<file path="config.mk">
export PLATFORM = sky130hd
export DESIGN_NAME = vid_sync_pins
export DESIGN_NICKNAME = d
export VERILOG_FILES = /design/src/rtl/vsb_pkg.sv /design/src/rtl/vsb_pin_mux.sv /design/src/rtl/vsb_sync_recover.sv /design/src/rtl/vid_sync_pins.sv
export SDC_FILE = /design/constraint.sdc
export NUM_CORES = 1
export LEC_CHECK = 0
export ABC_CLOCK_PERIOD_IN_PS = 1600
export BUFFER_PORTS_ARGS = -buffer_cell sky130_fd_sc_hd__clkbuf_2
export CORE_MARGIN = 10
export CORE_UTILIZATION = 46
export CTS_BUF_LIST = sky130_fd_sc_hd__clkbuf_4 sky130_fd_sc_hd__clkbuf_8 sky130_fd_sc_hd__clkbuf_16
export DETAILED_ROUTE_END_ITERATION = 10
export GPL_TIMING_DRIVEN = 0
export PLACE_DENSITY_LB_ADDON = 0.15
export SLEW_MARGIN = 20
export SYNTH_ARGS = -nofsm -noshare
export SYNTH_HDL_FRONTEND = slang
export SYNTH_HIERARCHICAL = 1
export SYNTH_SLANG_ARGS = --single-unit
export TNS_END_PERCENT = 50
</file>
<file path="constraint.sdc">
create_clock -name clk -period 1.6 [get_ports clk]
set_input_delay 0.16 -clock clk [delete_from_list [all_inputs] [get_ports clk]]
set_output_delay 0.16 -clock clk [all_outputs]
set_load 0.01 [all_outputs]
</file>
<file path="src/rtl/vsb_pkg.sv">
package vsb_pkg;
    typedef struct packed {
        logic a_o;
        logic b_o;
        logic b_oe;
    } pin_state_t;

    localparam pin_state_t PIN_RST = '{a_o: 1'b0, b_o: 1'b1, b_oe: 1'b0};
endpackage

</file>
<file path="src/rtl/vsb_pin_mux.sv">
module vsb_pin_mux
    import vsb_pkg::*;
(
    input  logic       composite,
    input  logic       csync_out,
    input  logic       ext_sel,
    input  logic       tmr_hs,
    input  logic       tmr_vs,
    input  logic       tmr_hb,
    input  logic       tmr_vb,
    input  logic       ext_hs,
    input  logic       ext_vs,
    output pin_state_t nxt
);
    logic hs_sel;
    logic vs_sel;
    logic csync_n;

    always_comb begin
        hs_sel  = ext_sel ? ext_hs : tmr_hs;
        vs_sel  = ext_sel ? ext_vs : tmr_vs;
        csync_n = ~(hs_sel | vs_sel);
        if (composite) begin
            nxt.a_o  = tmr_hb | tmr_vb;
            nxt.b_oe = csync_out;
            nxt.b_o  = csync_out ? csync_n : 1'b1;
        end else begin
            nxt.a_o  = tmr_vb;
            nxt.b_oe = 1'b1;
            nxt.b_o  = tmr_hb;
        end
    end
endmodule

</file>
<file path="src/rtl/vsb_sync_recover.sv">
module vsb_sync_recover #(
    parameter int CNT_W = 12
) (
    input  logic             clk,
    input  logic             rst_n,
    input  logic             en,
    input  logic [CNT_W-1:0] thr,
    input  logic             pin_i,
    output logic             hs_stb,
    output logic             vs_stb
);
    localparam logic [CNT_W-1:0] CNT_MAX = {CNT_W{1'b1}};

    typedef struct packed {
        logic             smp;
        logic [CNT_W-1:0] cnt;
        logic             hs;
        logic             vs;
    } rec_t;

    rec_t rec_d, rec_q;

    always_comb begin
        rec_d    = rec_q;
        rec_d.hs = 1'b0;
        rec_d.vs = 1'b0;
        if (!en) begin
            rec_d.smp = 1'b1;
            rec_d.cnt = '0;
        end else begin
            rec_d.smp = pin_i;
            if (!rec_q.smp) begin
                if (rec_q.cnt != CNT_MAX) rec_d.cnt = rec_q.cnt + 1'b1;
            end else if (rec_q.cnt != '0) begin
                rec_d.vs  = (rec_q.cnt > thr);
                rec_d.hs  = !(rec_q.cnt > thr);
                rec_d.cnt = '0;
            end
        end
    end

    always_ff @(posedge clk) begin
        if (!rst_n) rec_q <= '{smp: 1'b1, cnt: '0, hs: 1'b0, vs: 1'b0};
        else        rec_q <= rec_d;
    end

    assign hs_stb = rec_q.hs;
    assign vs_stb = rec_q.vs;
endmodule

</file>
<file path="src/rtl/vid_sync_pins.sv">
module vid_sync_pins
    import vsb_pkg::*;
#(
    parameter int CNT_W = 12
) (
    input  logic             clk,
    input  logic             rst_n,
    input  logic             cfg_composite,
    input  logic             cfg_csync_out,
    input  logic             cfg_ext_sync,
    input  logic [CNT_W-1:0] cfg_vs_thresh,
    input  logic             tmr_hsync,
    input  logic             tmr_vsync,
    input  logic             tmr_hblank,
    input  logic             tmr_vblank,
    input  logic             ext_hsync,
    input  logic             ext_vsync,
    input  logic             pin_b_i,
    output logic             pin_a_o,
    output logic             pin_a_oe,
    output logic             pin_b_o,
    output logic             pin_b_oe,
    output logic             rec_hsync,
    output logic             rec_vsync
);
    pin_state_t pin_d, pin_q;
    logic       rx_mode;

    assign rx_mode = cfg_composite & ~cfg_csync_out;

    vsb_pin_mux u_mux (
        .composite (cfg_composite),
        .csync_out (cfg_csync_out),
        .ext_sel   (cfg_ext_sync),
        .tmr_hs    (tmr_hsync),
        .tmr_vs    (tmr_vsync),
        .tmr_hb    (tmr_hblank),
        .tmr_vb    (tmr_vblank),
        .ext_hs    (ext_hsync),
        .ext_vs    (ext_vsync),
        .nxt       (pin_d)
    );

    always_ff @(posedge clk) begin
        if (!rst_n) pin_q <= PIN_RST;
        else        pin_q <= pin_d;
    end

    vsb_sync_recover #(.CNT_W(CNT_W)) u_rec (
        .clk    (clk),
        .rst_n  (rst_n),
        .en     (rx_mode),
        .thr    (cfg_vs_thresh),
        .pin_i  (pin_b_i),
        .hs_stb (rec_hsync),
        .vs_stb (rec_vsync)
    );

    assign pin_a_o  = pin_q.a_o;
    assign pin_a_oe = 1'b1;
    assign pin_b_o  = pin_q.b_o;
    assign pin_b_oe = pin_q.b_oe;
endmodule

</file>
---- Word-level counts from Yosys, hierarchy flattened ----
Index checks and enable logic that the tools add are counted.
operators by class
  $add $sub $neg .......................... 1
  multiplexer cells ....................... 7
  eq/ne operators ......................... 2
  magnitude comparators ................... 1
  reductions and logical operators ........ 6
  bitwise gates (word level) .............. 5
operators by type and width
  operator                                        number
  two-way mux 12 bit                              2
  two-way mux 14 bit                              1
  adder 12 x 1 -> 12 bit (second input constant)  1
  > comparator 12 bit                             1
  inequality test 12 bit (second input constant)  1
  nonzero test 12 bit                             1
  AND reduction 2 bit                             2
  AND reduction 4 bit                             1
  two-way mux 1 bit                               3
  two-way mux 3 bit                               1
  inequality test 2 bit (second input constant)   1
  NOT 1 bit                                       2
  OR 1 bit                                        2
  nonzero test 2 bit                              1
  AND 1 bit                                       1
  zero test 1 bit                                 1
word-level totals
  register bits ........................... 18
  logic and storage cells ................. 29

---- Longest topological paths before layout ----
  depth in word-level cells ............... 5
  mapped depth ............................ 7

---- By module ----
Netlist, hierarchy kept.
modules (own cells, without submodules)
  module            sequential area each (um^2)  area each (um^2)  cells each  times used
  vsb_sync_recover  300.3                        996.0             118         1
  vid_sync_pins     60.1                         96.3              9           1
  vsb_pin_mux       0.0                          42.5              6           1

---- Least setup slack after synthesis ----
Ideal clock, no wire load.
  path type ............................... reg2reg
  start ................................... register u_rec/rec_q[3] in the netlist's numbering
  end ..................................... register u_rec/rec_q[3] in the netlist's numbering
  arrival ................................. 1.449 ns
  required time ........................... 1.535 ns
  stages on the path, launching flop included .. 8
  path buffers ............................ 1
  period minus slack after synthesis ...... 1.513 ns
  setup slack ............................. 0.087 ns
  cells stage by stage .................... dfxtp_1 > ha_1 > nand3_1 > or3_1 > buf_6 > mux2i_4 > a22oi_1 > nor2_1
between the ends
  cells in the longest elaborated chain, start to end .. 3
  elaborated cells on any way between the ends .. 8
ends and longest elaborated chain
  element                                                    RTL line                text
  start: declaration                                         vsb_sync_recover.sv:21  rec_t rec_d, rec_q;
  start signal: assignment                                   vsb_sync_recover.sv:43  if (!rst_n) rec_q <= '{smp: 1'b1, cnt: '0, hs: 1'b0, vs: 1'b0};
  start signal: assignment                                   vsb_sync_recover.sv:44  else rec_q <= rec_d;
  adder 12 x 1 -> 12 bit (tied with other cells)             vsb_sync_recover.sv:33  if (rec_q.cnt != CNT_MAX) rec_d.cnt = rec_q.cnt + 1'b1;
  two-way mux 12 bit (tied with other cells)                 vsb_sync_recover.sv:33
  two-way mux 12 bit or AND reduction 2 bit (tied branches)  --
Parallel ways exist; a longest one is shown, timed or not. The select of a mux whose other input is x is not followed.
A chain may end at the register's enable or synchronous reset.

---- Final worst setup path ----
Ends and elaborated chain as after synthesis.

==> metrics.cfg <==
[sta]
finClkSkew_ns=0.00247
min_period_over_period=0.987
slew_viol_final=0
period_needed_ns=1.58
tns_ns=0
grt_setup_unrepaired=true
fmax_mhz=633
hold_viol_final=0
setup_viol=0

[floorplan]
io_pins=30
dieArea_sq_um=4850
placementRows=17
start_util=0.499
die_x_um=69.7
coreArea_sq_um=2280
die_h_um=69.7

[yosys]
yosysWarnings=6
netlist.area_leader.share=0.318
synth-seq-cells=18
synth.avg_cell_area_sq_um=8.53
syn-instance-count=133
syn_nets=171
syn_area_sq_um=1130
ys_types=38
ys_seq_area_frac=0.318
synth_area_leaders=dfxtp_1 (32%), ha_1 (15%), a21oi_1 (6.6%), inv_1 (4.6%), xnor2_1 (3.9%)
yosys.area.top_type=dfxtp_1

[finish]
fin_cells=196
fillers=225
design_area_sq_um=1460
fin_nets=207
n_antenna_cell=0
drive_gt1_frac=0.375
syn2layout_area_growth_pct=28.8
layout_commonest_cell=clkbuf_2
final_cell_mix=clkbuf_2 (28), inv_1 (14), a21oi_1 (13), ha_1 (12), dfxtp_2 (9)

[power]
leakagePower_nw=0.637
powerDensity_nw_per_um2=556
vdd_drop_max_mv=0.511

[grt]
grt_use_total=0.106
grt_pass1_wl_um=4520
grt_pass1_vias=1037
grt_max_degree=11
antenna_found_initial=0
overflow=0

[setup_path]
cp-end-kind=register
r2r_start=u_rec/rec_q[3]
crit_slowest_cell=dfxtp_4
crit_fanout=5
worst-path-buf-inv=1
reg2reg_to=u_rec/rec_q[3]
rrSetupSlack_ns=0.02
worstSetupStartpointType=register
cp_cell_sequence=ha_4 -> nand3_4 -> or3_4 -> buf_8 -> mux2i_4 -> a22oi_1 -> nor2_1
cp_slowest_stage_delay_ns=0.40
critPathTopFamily=simple AND/OR/NAND/NOR gates
rr_worst_depth=7
arrival_ns=1.80
critical_path_class=register to register
cp.required_ns=1.83

[clocking]
cts.sinks=18
clk_latency_ns=0.29
cts_tree=done
cts_buffers=3
clockBufferDepth=2
cts_hold_buf=0
clk_pin_slew_ns=0.10
cts_root_buf=clkbuf_4
cts-htree-levels=1

[place]
dp.cells=189
gp_congestion=0.766
dpl.hpwl_um=2010
placed_area_sq_um=1310
portBuffers=28

[drt]
dr_total_vias=1018
drc=0
wl_per_cell_um=13.2
drt_wl_total_um=2590
post_drt_via_cell_ratio=5.19
drt_iter0_drc=28
antenna_left=0
first_pass_iters=4

[hold_path]
hp-start=pin_b_i
min_path_type=primary input to register
hold_end=u_rec/rec_q[14]
hold_depth=2

[run]
drv_cap=0

[status]
outcome=completed

-- registers in the layout, summed over array words and instances, names as in the netlist --
register and count:
u_rec/rec_q 13, pin_a_o 1, pin_b_o 1, pin_b_oe 1, u_rec/hs_stb 1, u_rec/vs_stb 1
-- metrics by stage --
stage	util	setup slack [ns]	total power (W)	hold slack, ns
after floorplan	-	0.0868	0.000510	0.233
after global placement	0.576	-0.0758	0.000548	0.348
after detailed placement	0.576	-0.0861	0.000552	0.352
after CTS	0.615	0.00850	0.000831	0.0372
after global routing	0.642	-0.0556	0.000854	0.0492
final	0.642	0.0211	0.000812	0.0517
-- metal layers --
metal  vias up  track usage  routed length, um
li1        535            -                  -
met1       459        0.121               1170
met2        24        0.184               1260
met3         0       0.0442                164
met4         0       0.0130                  0
met5         -            0                  0
-- how the worst max path moves through the flow --
stage	startpoint	end	slack, ns	depth (start not counted)
after floorplan	u_rec/rec_q[3]	u_rec/rec_q[3]	0.09	7
after global placement	u_rec/rec_q[3]	u_rec/rec_q[3]	-0.08	7
after detailed placement	u_rec/rec_q[3]	u_rec/rec_q[3]	-0.09	7
after CTS	u_rec/rec_q[3]	u_rec/rec_q[3]	0.009	8
after global routing	u_rec/rec_q[3]	u_rec/rec_q[3]	-0.06	7
final	u_rec/rec_q[3]	u_rec/rec_q[3]	0.02	7
-- kinds of logic after synthesis --
family | after synthesis | synth area share
adder cells (fa/ha/maj) | 14 | 0.154
multiplexers | 2 | 0.0287
flip-flops | 18 | 0.318
XOR/XNOR | 8 | 0.0617
buffers and inverters | 17 | 0.0662
AND/OR/NAND/NOR | 47 | 0.234
other | 1 | 0.00330
AO/OA/AOI/OAI | 26 | 0.135
-- cell type report --
class | count | area (sq um) | area share
Tap cell | 28 | 35.0 | 0.0240
Multi-Input combinational cell | 98 | 766 | 0.524
Clock buffer | 4 | 36.3 | 0.0248
Timing Repair Buffer | 31 | 163 | 0.111
Inverter | 14 | 52.6 | 0.0360
Sequential cell | 18 | 383 | 0.262
Buffer | 3 | 26.3 | 0.0180
-- power breakdown --
part | switching, W | internal [W]
sequential | 0.00000271 | 0.000448
clock | 0.000134 | 0.000139
combinational | 0.0000395 | 0.0000484
-- Yosys cell counts, drive strengths merged --
cell / count
and2: 2
nor2: 5
o211ai: 1
nor4: 1
and3: 1
nor4b: 1
o21bai: 1
nand4: 5
buf: 2
or2: 2
nand3: 6
xor2: 3
nor3b: 3
nor3: 6
a31oi: 1
dfxtp: 18
conb: 1
or3: 1
nand4b: 1
nor2b: 3
nand2b: 2
a21o: 1
or2b: 1
o21ai: 3
o21a: 1
clkbuf: 1
o32a: 1
ha: 14
inv: 14
a21oi: 15
a22oi: 1
xnor2: 5
nand2: 7
o31ai: 1
mux2i: 2
-- what timing repair did --
item	CTS	global route
gates cloned	0	0
gates resized for setup	12	17
setup buffers	1	2
pin swaps	2	9
endpoints found under the setup margin	3	5
No activity file was read; power rests on OpenSTA's default activity.
